File: config.mk
export PLATFORM = sky130hd
export DESIGN_NAME = bank_rowbuf_ctrl
export DESIGN_NICKNAME = d
export VERILOG_FILES = /design/src/rtl/bank_rowbuf_pkg.sv /design/src/rtl/brb_gap_timer.sv /design/src/rtl/brb_row_tracker.sv /design/src/rtl/brb_cmd_sched.sv /design/src/rtl/bank_rowbuf_ctrl.sv
export SDC_FILE = /design/constraint.sdc
export NUM_CORES = 1
export LEC_CHECK = 0
export ABC_AREA = 0
export BUFFER_PORTS_ARGS = -buffer_cell sky130_fd_sc_hd__buf_2
export CAP_MARGIN = 20
export CORE_UTILIZATION = 45
export CTS_CLUSTER_DIAMETER = 80
export DETAILED_ROUTE_END_ITERATION = 8
export HOLD_SLACK_MARGIN = 0.08
export MAX_ROUTING_LAYER = met4
export PLACE_DENSITY = 0.68
export RECOVER_POWER = 100
export SETUP_SLACK_MARGIN = 0.3
export SYNTH_ARGS = -nofsm -noshare
export SYNTH_HDL_FRONTEND = slang
export SYNTH_HIERARCHICAL = 1
export SYNTH_SLANG_ARGS = --single-unit
File: constraint.sdc
create_clock -name clk -period 3.07 [get_ports clk]
set_input_delay 0.921 -clock clk [delete_from_list [all_inputs] [get_ports clk]]
set_output_delay 0.921 -clock clk [all_outputs]
set_load 0.05 [all_outputs]
File: src/rtl/bank_rowbuf_pkg.sv
package bank_rowbuf_pkg;

  typedef enum logic [1:0] {
    CMD_ACT = 2'd0,
    CMD_RD  = 2'd1,
    CMD_WR  = 2'd2,
    CMD_PRE = 2'd3
  } bank_cmd_e;

  // indices into the spacing-timer bank
  localparam int GAP_ACT2ACT = 0;
  localparam int GAP_ACT2COL = 1;
  localparam int GAP_PRE2ACT = 2;
  localparam int GAP_WR2RD   = 3;
  localparam int GAP_COUNT   = 4;

endpackage

File: src/rtl/brb_gap_timer.sv
module brb_gap_timer #(
  parameter int unsigned GAP = 4
) (
  input  logic clk,
  input  logic rst,
  input  logic load,
  output logic clear
);
  localparam int CW = (GAP < 2) ? 1 : $clog2(GAP);
  localparam logic [CW-1:0] RELOAD = CW'(GAP - 1);

  logic [CW-1:0] cnt_q;

  always_ff @(posedge clk) begin
    if (rst) begin
      cnt_q <= '0;
    end else if (load) begin
      cnt_q <= RELOAD;
    end else if (cnt_q != '0) begin
      cnt_q <= cnt_q - 1'b1;
    end
  end

  assign clear = (cnt_q == '0);
endmodule

File: src/rtl/brb_row_tracker.sv
module brb_row_tracker #(
  parameter int ROW_W = 14
) (
  input  logic             clk,
  input  logic             rst,
  input  logic             do_open,
  input  logic [ROW_W-1:0] new_row,
  input  logic             do_close,
  input  logic [ROW_W-1:0] probe_a_row,
  input  logic [ROW_W-1:0] probe_b_row,
  output logic             probe_a_hit,
  output logic             probe_b_hit,
  output logic             held_valid,
  output logic [ROW_W-1:0] held_row
);
  always_ff @(posedge clk) begin
    if (rst) begin
      held_valid <= 1'b0;
      held_row   <= '0;
    end else if (do_open) begin
      held_valid <= 1'b1;
      held_row   <= new_row;
    end else if (do_close) begin
      held_valid <= 1'b0;
    end
  end

  assign probe_a_hit = held_valid && (held_row == probe_a_row);
  assign probe_b_hit = held_valid && (held_row == probe_b_row);
endmodule

File: src/rtl/brb_cmd_sched.sv
module brb_cmd_sched
  import bank_rowbuf_pkg::*;
#(
  parameter int ROW_W = 14,
  parameter int COL_W = 10
) (
  input  logic                 clk,
  input  logic                 rst,
  input  logic                 policy_close,
  input  logic                 req_valid,
  input  logic                 req_write,
  input  logic [ROW_W-1:0]     req_row,
  input  logic [COL_W-1:0]     req_col,
  input  logic                 held_valid,
  input  logic [ROW_W-1:0]     held_row,
  input  logic                 req_hits,
  input  logic                 pend_hits,
  input  logic [GAP_COUNT-1:0] gap_clear,
  output logic [ROW_W-1:0]     pend_row,
  output logic                 go_act,
  output logic                 go_pre,
  output logic                 go_wr,
  output logic                 req_ready,
  output logic                 cmd_valid,
  output logic [1:0]           cmd_kind,
  output logic [ROW_W-1:0]     cmd_row,
  output logic [COL_W-1:0]     cmd_col,
  output logic                 lookup_valid,
  output logic                 lookup_hit
);
  logic             busy_q;
  logic             tail_q;      // column done, closing precharge owed
  logic             p_write_q;
  logic             p_close_q;
  logic [COL_W-1:0] p_col_q;
  logic [ROW_W-1:0] p_row_q;

  logic take;
  logic go_col;
  logic busy_d;

  assign pend_row = p_row_q;
  assign take     = req_valid && !busy_q;

  always_comb begin
    go_act = 1'b0;
    go_pre = 1'b0;
    go_col = 1'b0;
    if (busy_q) begin
      if (tail_q) begin
        go_pre = 1'b1;
      end else if (pend_hits) begin
        go_col = gap_clear[GAP_ACT2COL] && (p_write_q || gap_clear[GAP_WR2RD]);
      end else if (held_valid) begin
        go_pre = 1'b1;
      end else begin
        go_act = gap_clear[GAP_ACT2ACT] && gap_clear[GAP_PRE2ACT];
      end
    end
  end

  assign go_wr = go_col && p_write_q;

  always_comb begin
    busy_d = busy_q;
    if (take) begin
      busy_d = 1'b1;
    end else if (go_col && !p_close_q) begin
      busy_d = 1'b0;
    end else if (go_pre && tail_q) begin
      busy_d = 1'b0;
    end
  end

  always_ff @(posedge clk) begin
    if (rst) begin
      busy_q    <= 1'b0;
      tail_q    <= 1'b0;
      p_write_q <= 1'b0;
      p_close_q <= 1'b0;
      p_col_q   <= '0;
      p_row_q   <= '0;
      req_ready <= 1'b1;
    end else begin
      busy_q    <= busy_d;
      req_ready <= !busy_d;
      if (take) begin
        p_write_q <= req_write;
        p_close_q <= policy_close;
        p_col_q   <= req_col;
        p_row_q   <= req_row;
        tail_q    <= 1'b0;
      end else if (go_col && p_close_q) begin
        tail_q <= 1'b1;
      end else if (go_pre && tail_q) begin
        tail_q <= 1'b0;
      end
    end
  end

  always_ff @(posedge clk) begin
    if (rst) begin
      cmd_valid    <= 1'b0;
      cmd_kind     <= CMD_ACT;
      cmd_row      <= '0;
      cmd_col      <= '0;
      lookup_valid <= 1'b0;
      lookup_hit   <= 1'b0;
    end else begin
      cmd_valid    <= go_act || go_pre || go_col;
      lookup_valid <= take;
      lookup_hit   <= take && req_hits;
      cmd_col      <= '0;
      if (go_act) begin
        cmd_kind <= CMD_ACT;
        cmd_row  <= p_row_q;
      end else if (go_pre) begin
        cmd_kind <= CMD_PRE;
        cmd_row  <= held_row;
      end else if (go_col) begin
        cmd_kind <= p_write_q ? CMD_WR : CMD_RD;
        cmd_row  <= p_row_q;
        cmd_col  <= p_col_q;
      end
    end
  end
endmodule

File: src/rtl/bank_rowbuf_ctrl.sv
module bank_rowbuf_ctrl
  import bank_rowbuf_pkg::*;
#(
  parameter int ROW_W = 14,
  parameter int COL_W = 10,
  parameter int TRC   = 10,
  parameter int TRCD  = 3,
  parameter int TRP   = 3,
  parameter int TWTR  = 4
) (
  input  logic             clk,
  input  logic             rst,
  input  logic             policy_close,
  input  logic             req_valid,
  input  logic             req_write,
  input  logic [ROW_W-1:0] req_row,
  input  logic [COL_W-1:0] req_col,
  output logic             req_ready,
  output logic             cmd_valid,
  output logic [1:0]       cmd_kind,
  output logic [ROW_W-1:0] cmd_row,
  output logic [COL_W-1:0] cmd_col,
  output logic             open_valid,
  output logic [ROW_W-1:0] open_row,
  output logic             lookup_valid,
  output logic             lookup_hit
);
  localparam int unsigned GAP_TAB [GAP_COUNT] = '{TRC, TRCD, TRP, TWTR};

  logic [GAP_COUNT-1:0] gap_load;
  logic [GAP_COUNT-1:0] gap_clear;
  logic                 go_act, go_pre, go_wr;
  logic                 req_hits, pend_hits;
  logic [ROW_W-1:0]     pend_row;

  assign gap_load[GAP_ACT2ACT] = go_act;
  assign gap_load[GAP_ACT2COL] = go_act;
  assign gap_load[GAP_PRE2ACT] = go_pre;
  assign gap_load[GAP_WR2RD]   = go_wr;

  for (genvar g = 0; g < GAP_COUNT; g++) begin : g_gap
    brb_gap_timer #(.GAP(GAP_TAB[g])) u_timer (
      .clk   (clk),
      .rst   (rst),
      .load  (gap_load[g]),
      .clear (gap_clear[g])
    );
  end

  brb_row_tracker #(.ROW_W(ROW_W)) u_track (
    .clk         (clk),
    .rst         (rst),
    .do_open     (go_act),
    .new_row     (pend_row),
    .do_close    (go_pre),
    .probe_a_row (req_row),
    .probe_b_row (pend_row),
    .probe_a_hit (req_hits),
    .probe_b_hit (pend_hits),
    .held_valid  (open_valid),
    .held_row    (open_row)
  );

  brb_cmd_sched #(.ROW_W(ROW_W), .COL_W(COL_W)) u_sched (
    .clk          (clk),
    .rst          (rst),
    .policy_close (policy_close),
    .req_valid    (req_valid),
    .req_write    (req_write),
    .req_row      (req_row),
    .req_col      (req_col),
    .held_valid   (open_valid),
    .held_row     (open_row),
    .req_hits     (req_hits),
    .pend_hits    (pend_hits),
    .gap_clear    (gap_clear),
    .pend_row     (pend_row),
    .go_act       (go_act),
    .go_pre       (go_pre),
    .go_wr        (go_wr),
    .req_ready    (req_ready),
    .cmd_valid    (cmd_valid),
    .cmd_kind     (cmd_kind),
    .cmd_row      (cmd_row),
    .cmd_col      (cmd_col),
    .lookup_valid (lookup_valid),
    .lookup_hit   (lookup_hit)
  );
endmodule

After elaboration in Yosys (flattened, before gate mapping)
Cells that the tools add are included.
{"block": "classes", "addsub": 4, "eq_ne": 2, "mux": 32, "bitwise_logic": 1, "reduce_logical": 36}
{"cell": "2-to-1 mux 14 bit", "n": 3}
{"cell": "== test 14 bit", "n": 2}
{"cell": "nonzero test 2 bit", "n": 10}
{"cell": "2-to-1 mux 1 bit", "n": 18}
{"cell": "2-to-1 mux 2 bit", "n": 9}
{"cell": "logical AND 1 bit", "n": 10}
{"cell": "2-to-1 mux 4 bit", "n": 2}
{"cell": "zero test 2 bit", "n": 3}
{"cell": "OR reduction 2 bit", "n": 3}
{"cell": "subtractor 2 x 1 -> 2 bit, second input constant", "n": 3}
{"cell": "zero test 4 bit", "n": 1}
{"cell": "nonzero test 4 bit", "n": 1}
{"cell": "OR reduction 4 bit", "n": 1}
{"cell": "subtractor 4 x 1 -> 4 bit, second input constant", "n": 1}
{"cell": "zero test 1 bit", "n": 3}
{"cell": "logical OR 1 bit", "n": 3}
{"cell": "nonzero test 3 bit", "n": 1}
{"cell": "NOT 1 bit", "n": 1}
{"block": "word_totals", "reg_bits": 83, "in_bits": 29, "output_inout_bits": 45, "elab_cells": 97}

Longest topological paths before layout
Gate-level depths: netlist of the first run.
{"block": "depth", "ltp_word": 10, "depth_mapped": 10, "depth_no_buf": 9}

Cells and area by module
Netlist of the first run, hierarchy kept.
{"module": "brb_cmd_sched", "instances": 1, "cells_each": 182, "area_each_um2": 2102.0, "seq_area_each_um2": 1161.1}
{"module": "brb_row_tracker", "instances": 1, "cells_each": 87, "area_each_um2": 847.1, "seq_area_each_um2": 300.3}
{"module": "brb_gap_timer (g_gap[0].u_timer)", "instances": 1, "cells_each": 20, "area_each_um2": 202.7, "seq_area_each_um2": 80.1}
{"module": "brb_gap_timer (g_gap[1].u_timer ...)", "instances": 2, "cells_each": 6, "area_each_um2": 67.6, "seq_area_each_um2": 40.0}
{"module": "brb_gap_timer (g_gap[3].u_timer)", "instances": 1, "cells_each": 10, "area_each_um2": 96.3, "seq_area_each_um2": 40.0}

Least setup slack after synthesis of the first run
OpenSTA, ideal clock, no wires.
{"block": "synth_timing", "path_kind": "reg2reg", "from": "register u_track.held_row[9]", "to": "register u_track.held_row[0]", "setup_time_ns": 0.117, "arrival_time_ns": 2.430, "required_ns": 2.953, "setup_slack_ns": 0.523, "stages_incl_launch_ff": 9, "path_buffers": 2, "synth_period_minus_slack_ns": 2.547, "cell_sequence": "dfxtp_1 xnor2_1 nand4_1 nor4_2 nor4_1 buf_4 buf_6 mux2i_1 nor2_1"}
{"block": "synth_between", "elab_chain_len": 5}
{"item": "from (decl)", "line_no": "brb_row_tracker.sv:14", "source": "output logic [ROW_W-1:0] held_row"}
{"item": "from (signal assigned)", "line_no": "brb_row_tracker.sv:22", "source": "held_row <= new_row;"}
{"item": "== test 14 bit", "line_no": "brb_row_tracker.sv:29", "source": "assign probe_b_hit = held_valid && (held_row == probe_b_row);"}
{"item": "logical AND 1 bit", "line_no": "brb_row_tracker.sv:29"}
{"item": "named net pend_hits", "line_no": "bank_rowbuf_ctrl.sv:33", "source": "logic req_hits, pend_hits;"}
{"item": "2-to-1 mux 1 bit", "line_no": "brb_cmd_sched.sv:52", "source": "end else if (pend_hits) begin"}
{"item": "2-to-1 mux 1 bit", "line_no": "brb_cmd_sched.sv:50", "source": "if (tail_q) begin"}
{"item": "2-to-1 mux 1 bit", "line_no": "brb_cmd_sched.sv:49", "source": "if (busy_q) begin"}
{"item": "named net go_act", "line_no": "bank_rowbuf_ctrl.sv:32", "source": "logic go_act, go_pre, go_wr;"}
The timed path passes the listed nets, and every way through them passes these cells.
A chain may end at the register's enable or synchronous reset.

Final worst setup path of the first run
{"block": "layout_timing", "from": "register u_track.held_row[5]", "to": "register u_sched.cmd_row[7]"}
{"block": "layout_between", "elab_chain_len": 7, "elab_cells_between_ends": 14, "classes_between": "1 x eq/ne; 11 x mux; 2 x reduce/logical"}
{"item": "== test 14 bit *", "line_no": "brb_row_tracker.sv:29"}
{"item": "logical AND 1 bit *", "line_no": "brb_row_tracker.sv:29"}
{"item": "named net pend_hits", "line_no": "bank_rowbuf_ctrl.sv:33"}
{"item": "2-to-1 mux 1 bit", "line_no": "brb_cmd_sched.sv:52"}
{"item": "2-to-1 mux 1 bit", "line_no": "brb_cmd_sched.sv:50"}
{"item": "2-to-1 mux 1 bit", "line_no": "brb_cmd_sched.sv:49"}
{"item": "2-to-1 mux 14 bit", "line_no": "brb_cmd_sched.sv:117", "source": "end else if (go_pre) begin"}
{"item": "2-to-1 mux 14 bit", "line_no": "brb_cmd_sched.sv:114", "source": "if (go_act) begin"}
{"item": "to (signal assigned)", "line_no": "brb_cmd_sched.sv:116", "source": "cmd_row <= p_row_q;"}
{"item": "to (signal assigned)", "line_no": "brb_cmd_sched.sv:119", "source": "cmd_row <= held_row;"}
{"item": "to (signal assigned)", "line_no": "brb_cmd_sched.sv:122", "source": "cmd_row <= p_row_q;"}
{"item": "to (decl)", "line_no": "brb_cmd_sched.sv:26", "source": "output logic [ROW_W-1:0] cmd_row,"}
The timed path passes the listed nets; every way through them passes the cells marked *.

==> flow_summary.yaml, run 1 <==
critical_path:
  worstSetupStartpointType: "flip-flop"
  crit_fanout: 8
  path_class: "flip-flop to flip-flop"
  cp.arrival_ps: 2760
  cp_data_required_time_ps: 3290
  endpoint_kind: "flip-flop"
detailed_routing:
  vias: 2571
  first_pass_iters: 4
  drt-wirelength-per-cell_um: 15.7
  antenna_left: 0
  drtIter0Drc: 106
  viasPerCell: 5.20
  route.detailed.drc: 0
  wirelength_mm: 7.74
timing:
  tns_ps: 0
  period_minus_slack_ps: 2540
  fmax_mhz: 394
  tightest_slew_ps: 1010
  period_share_pct: 82.8
  slew_viol_final: 0
  hold_violations: 0
  setup_viol: 0
  clock_skew_ps: 10.6
  rsz0062_at_grt: "no"
  worst_slew_margin_rel_pct: 32.9
yosys:
  synth-compound-area-share_pct: 18.4
  yosys.area_share.simple_pct: 11.1
  synthesis.nets: 342
  seq_area_frac_synth_pct: 49.1
  ys_warn_count: 6
  synthCells: 311
  synth_top_family_by_area: "compound AO/OA/AOI/OAI gates"
  syn_area_per_cell_sq_um: 10.9
  async_reset_ff_share_pct: 0
  syn_area_sq_um: 3380
  synth_ff_type: "dfxtp_1"
  synth-edff-count: 0
  synth-seq-cells: 83
  synth_fa_ha_area_share_pct: 0.740
  ys_types: 44
  synth_mux_area_share_pct: 8.88
  synth-xor-area-share_pct: 7.77
worst_hold_path:
  worstHoldPathType: "flip-flop to flip-flop"
floorplanning:
  dieArea_sq_um: 7870
  fp.dieH_um: 88.7
  start_util_pct: 46.6
  ios: 74
  rows: 31
  die_w_um: 88.7
  coreArea_sq_um: 7250
cts:
  clockBufferDepth: 2
  cts_max_level: 3
  cts-resized-gates: 0
  cts_setup_buffers: 0
  cts.sink_count: 83
  insertion_delay_ps: 360
  ctsHoldBuffers: 0
  cts_buffers: 9
  cts_tree: "yes"
  clkTransAtPathRegs_ps: 90
  cts-root-buf: "clkbuf_8"
grt:
  grt_antenna_before_repair: 0
  grt_overflow: 0
  grt_max_degree: 29
  grt_pass1_vias: 2417
  grt.total_usage_pct: 21.7
  grt_pass1_wl_mm: 12.2
placed_design:
  portBuffers: 73
  hpwl_mm: 5.40
  gp_congestion: 0.815
  place_area_sq_um: 3860
finish:
  finish.net_count: 421
  drive_above_1_share_pct: 17.2
  num_antenna_cells: 0
  finalInstanceArea_sq_um: 3980
  syn_to_final_growth_pct: 17.7
  final_cell_mix: "83 x dfxtp_1, 47 x clkbuf_1, 30 x xnor2_1, 30 x mux2i_1, 27 x buf_2"
  mostFrequentLayoutCell: "dfxtp_1"
status:
  status: "finished, final reports clean"
power_and_ir_drop:
  p_leak_nw: 1.56
  peakVddDrop_v: 0.000398
  power.density_nw_per_um2: 814
job:
  drv_cap: 0
==> per-layer routing <==
layer / share of wire (%) / vias to the layer above / wire length [um] / track usage [%]
li1: - / 1262 / - / -
met1: 45 / 1214 / 3480 / 26.7
met2: 48 / 88 / 3710 / 33.5
met3: 5.8 / 7 / 451 / 5.78
met4: 1.3 / 0 / 101 / 8.94
met5: 0 / - / 0 / -
==> worst max-delay path, cell delays in order (launching register included) <==
cell and delay (ps):
dfxtp_1 450, xnor2_1 160, nand4_1 120, nor4_1 320
clkbuf_1 260, nor2b_1 110, o21ai_4 300, buf_4 240
mux2i_1 320, a211oi_2 110
==> path summary, 6_finish.rpt <==
path | from | cells past startpoint | end | slack [ps]
max | u_track/held_row[5]$_SDFFE_PP0P_ | 9 | u_sched/cmd_row[7]$_SDFFE_PP0P_ | 530
min | g_gap[2].u_timer/cnt_q[0]$_SDFFE_PP0P_ | 1 | g_gap[2].u_timer/cnt_q[0]$_SDFFE_PP0P_ | 460
max reg2reg | u_track/held_row[5]$_SDFFE_PP0P_ | 9 | u_sched/cmd_row[7]$_SDFFE_PP0P_ | 530
min reg2reg | g_gap[2].u_timer/cnt_q[0]$_SDFFE_PP0P_ | 1 | g_gap[2].u_timer/cnt_q[0]$_SDFFE_PP0P_ | 460
==> cell usage after synthesis, types with 2 or more instances <==
master,count,area share [%]
ha_1,2,0.74
and2_1,11,2.0
inv_1,12,1.3
nand4_1,6,1.1
dfxtp_1,83,49
nand2b_1,2,0.37
mux2i_1,30,8.9
nor2_1,24,2.7
a211oi_1,5,1.1
clkbuf_1,5,0.55
nand3_1,3,0.44
nor4b_2,2,0.89
buf_6,3,1.0
a211oi_2,10,3.7
a22o_1,26,6.7
nor4_2,2,0.74
nand2_1,2,0.22
o211ai_2,2,0.74
buf_2,5,0.74
a21oi_1,21,3.1
xnor2_1,30,7.8
nor2b_1,3,0.55
==> flip-flops by register name (all words and copies together) (netlist names), 2 cells and up <==
name,flops
g_gap.u_timer/cnt_q,10
u_sched/cmd_col,10
u_sched/cmd_kind,2
u_sched/cmd_row,14
u_sched/p_col_q,10
u_sched/pend_row,14
u_track/held_row,14
==> power by group <==
group          internal (mW)  total [mW]  switching [mW]
clock network          0.472       0.895           0.423
registers               1.21        1.32           0.105
logic                  0.355        1.03           0.673
total                   2.04        3.24            1.20
==> metrics by stage <==
step	util, %	setup slack, ps	cells	total power [mW]	hold WS [ps]
2_1_floorplan	-	523	311	2.17	430
3_3_place_gp	53.3	763	478	2.40	441
3_5_place_dp	53.3	734	478	2.43	447
4_1_cts	56.5	715	494	3.32	466
5_1_grt	54.9	332	494	3.41	484
6_report	54.9	529	494	3.24	458
==> logic make-up (layout without fill, tap and decap cells) <==
group | after synthesis | after routing
flip-flops | 83 | 83
AO/OA/AOI/OAI | 74 | 74
AND/OR/NAND/NOR | 64 | 64
XOR/XNOR | 30 | 30
multiplexers | 30 | 30
buffers and inverters | 28 | 112
adder cells (fa/ha/maj) | 2 | 2
==> cell type report <==
class / count / area, sq um
clock buffer: 9 / 124
clock inverter: 7 / 106
fill: 727 / 3270
inverter: 13 / 48.8
multi-input combinational: 200 / 1550
sequential: 83 / 1660
tap: 99 / 124
timing repair buffer: 83 / 372
Power figures use the tool's default switching activity.
==> run 2: changes to the inputs <==
- clock period: 3.07 -> 2.42 ns (I/O delays scaled with it)
==> run 2 against run 1 <==
Against the previous run: via count increased by 2.0%; setup slack got worse by 290 ps; hold slack improved by 12 ps.
==> flow_summary.yaml, run 2 (synthesized netlist as in run 1, its figures left out) <==
grt:
  grt_overflow: 0
  met2_usage_pct: 36.4
  grt_util_met3_pct: 5.50
  grt_antenna_before_repair: 0
  top_usage_layer: "met2"
  grt.total_usage_pct: 21.8
  grt_pass1_vias: 2553
  grt_pass1_wl_mm: 12.4
  grt_max_degree: 29
  use_met1_pct: 25.3
critical_path:
  endpoint_kind: "flip-flop"
  worstSetupStartpointType: "flip-flop"
  cp.arrival_ps: 2470
  rrSetupSlack_ps: 240
  cp_data_required_time_ps: 2700
  path_class: "flip-flop to flip-flop"
  crit_fanout: 9
detailed_routing:
  drtIter0Drc: 89
  drt-wirelength-per-cell_um: 16.0
  antenna_left: 0
  vias: 2623
  wirelength_mm: 8.09
  route.detailed.drc: 0
  viasPerCell: 5.19
  first_pass_iters: 4
cts:
  cts_tree: "yes"
  clkTransAtPathRegs_ps: 90
  cts_max_level: 3
  ctsHoldBuffers: 0
  clockBufferDepth: 2
  cts-root-buf: "clkbuf_8"
  cts.sink_count: 83
  cts_buffers: 9
  insertion_delay_ps: 360
placed_design:
  portBuffers: 73
  gp_congestion: 0.783
  hpwl_mm: 5.45
  pre_cts_ws_ps: 91.8
  place_inst: 481
job:
  drv_cap: 0
floorplanning:
  fp.dieH_um: 88.7
  ios: 74
  start_util_pct: 46.6
  die_w_um: 88.7
  rows: 31
  dieArea_sq_um: 7870
  coreArea_sq_um: 7250
timing:
  worst_slew_margin_rel_pct: 33.2
  hold_violations: 0
  tightest_slew_ps: 1000
  rsz0062_at_grt: "yes"
  setup_slack_ps: 235
  period_share_pct: 90.3
  setup_viol: 0
  clock_skew_ps: 10.2
  fmax_mhz: 458
  slew_viol_final: 0
  tns_ps: 0
  period_minus_slack_ps: 2180
power_and_ir_drop:
  power.density_nw_per_um2: 958
  p_leak_nw: 1.63
  peakVddDrop_v: 0.000542
finish:
  final_cells: 505
  mostFrequentLayoutCell: "dfxtp_1"
  utilization_pct: 60.0
  drive_above_1_share_pct: 32.5
  syn_to_final_growth_pct: 28.6
  num_antenna_cells: 0
  final_cell_mix: "54 x dfxtp_1, 46 x clkbuf_1, 28 x buf_2, 26 x a22o_1, 24 x nor2_1"
  finish.net_count: 432
status:
  status: "finished, final reports clean"
worst_hold_path:
  worstHoldPathType: "flip-flop to flip-flop"
-- run 2: cell count changes in the layout (fill, tap and decap cells not counted), sizes merged, moves of 2 or more --
cell    before  now
buf         33   45
bufinv       2    0
clkinv       2    0
inv         16   18
-- run 2: cell type report --
cell class	instances	area, sq um
clock buffer	10	149
clock inverter	6	48.8
fill	655	2900
sequential	83	1730
multi-input combinational	201	1760
timing repair buffer	93	494
tap	99	124
inverter	13	48.8
-- run 2: what timing repair did --
action / 4_1_cts / 5_1_grt
setup buffers: 1 / 5
gates cloned: 0 / 2
endpoints found under the setup margin: 27 / 38
pin swaps: 3 / 9
hold endpoints to repair: 0 / 0
resized for setup: 6 / 41
-- run 2: routing by layer --
layer  wire length [um]  share of wire, %
met5                  0                 0
met1               3640                45
met3                347               4.3
met4                133               1.6
met2               3960                49
-- run 2: report_power, final --
group / switching, mW / internal (mW)
logic: 0.925 / 0.573
clock network: 0.546 / 0.451
registers: 0.139 / 1.54
-- run 2: critical path, stage by stage (launching register included) --
cell,delay (ps)
dfxtp_4,380
xnor2_2,190
nand3_2,90
nor4_1,370
buf_6,170
o211ai_1,180
o211ai_4,190
buf_4,240
a21oi_1,90
a211oi_2,200
-- run 2: metrics by stage --
step | instance area (sq um) | hold slack, ps | total power, mW
6_report | 4350 | 470 | 4.17
5_1_grt | 4350 | 497 | 4.39
4_1_cts | 4200 | 471 | 4.12
3_5_place_dp | 3970 | 442 | 3.11
3_3_place_gp | 3970 | 440 | 3.08
2_1_floorplan | 3450 | 430 | 2.76
-- run 2: path summary, 6_finish.rpt --
check,start,end,depth (start not counted)
max reg2reg,u_track/held_row[10]$_SDFFE_PP0P_,u_sched/cmd_row[13]$_SDFFE_PP0P_,9
min,u_sched/p_col_q[6]$_SDFFE_PP0P_,u_sched/cmd_col[6]$_SDFF_PP0_,1
min reg2reg,u_sched/p_col_q[6]$_SDFFE_PP0P_,u_sched/cmd_col[6]$_SDFF_PP0_,1
max,u_track/held_row[10]$_SDFFE_PP0P_,u_sched/cmd_row[13]$_SDFFE_PP0P_,9
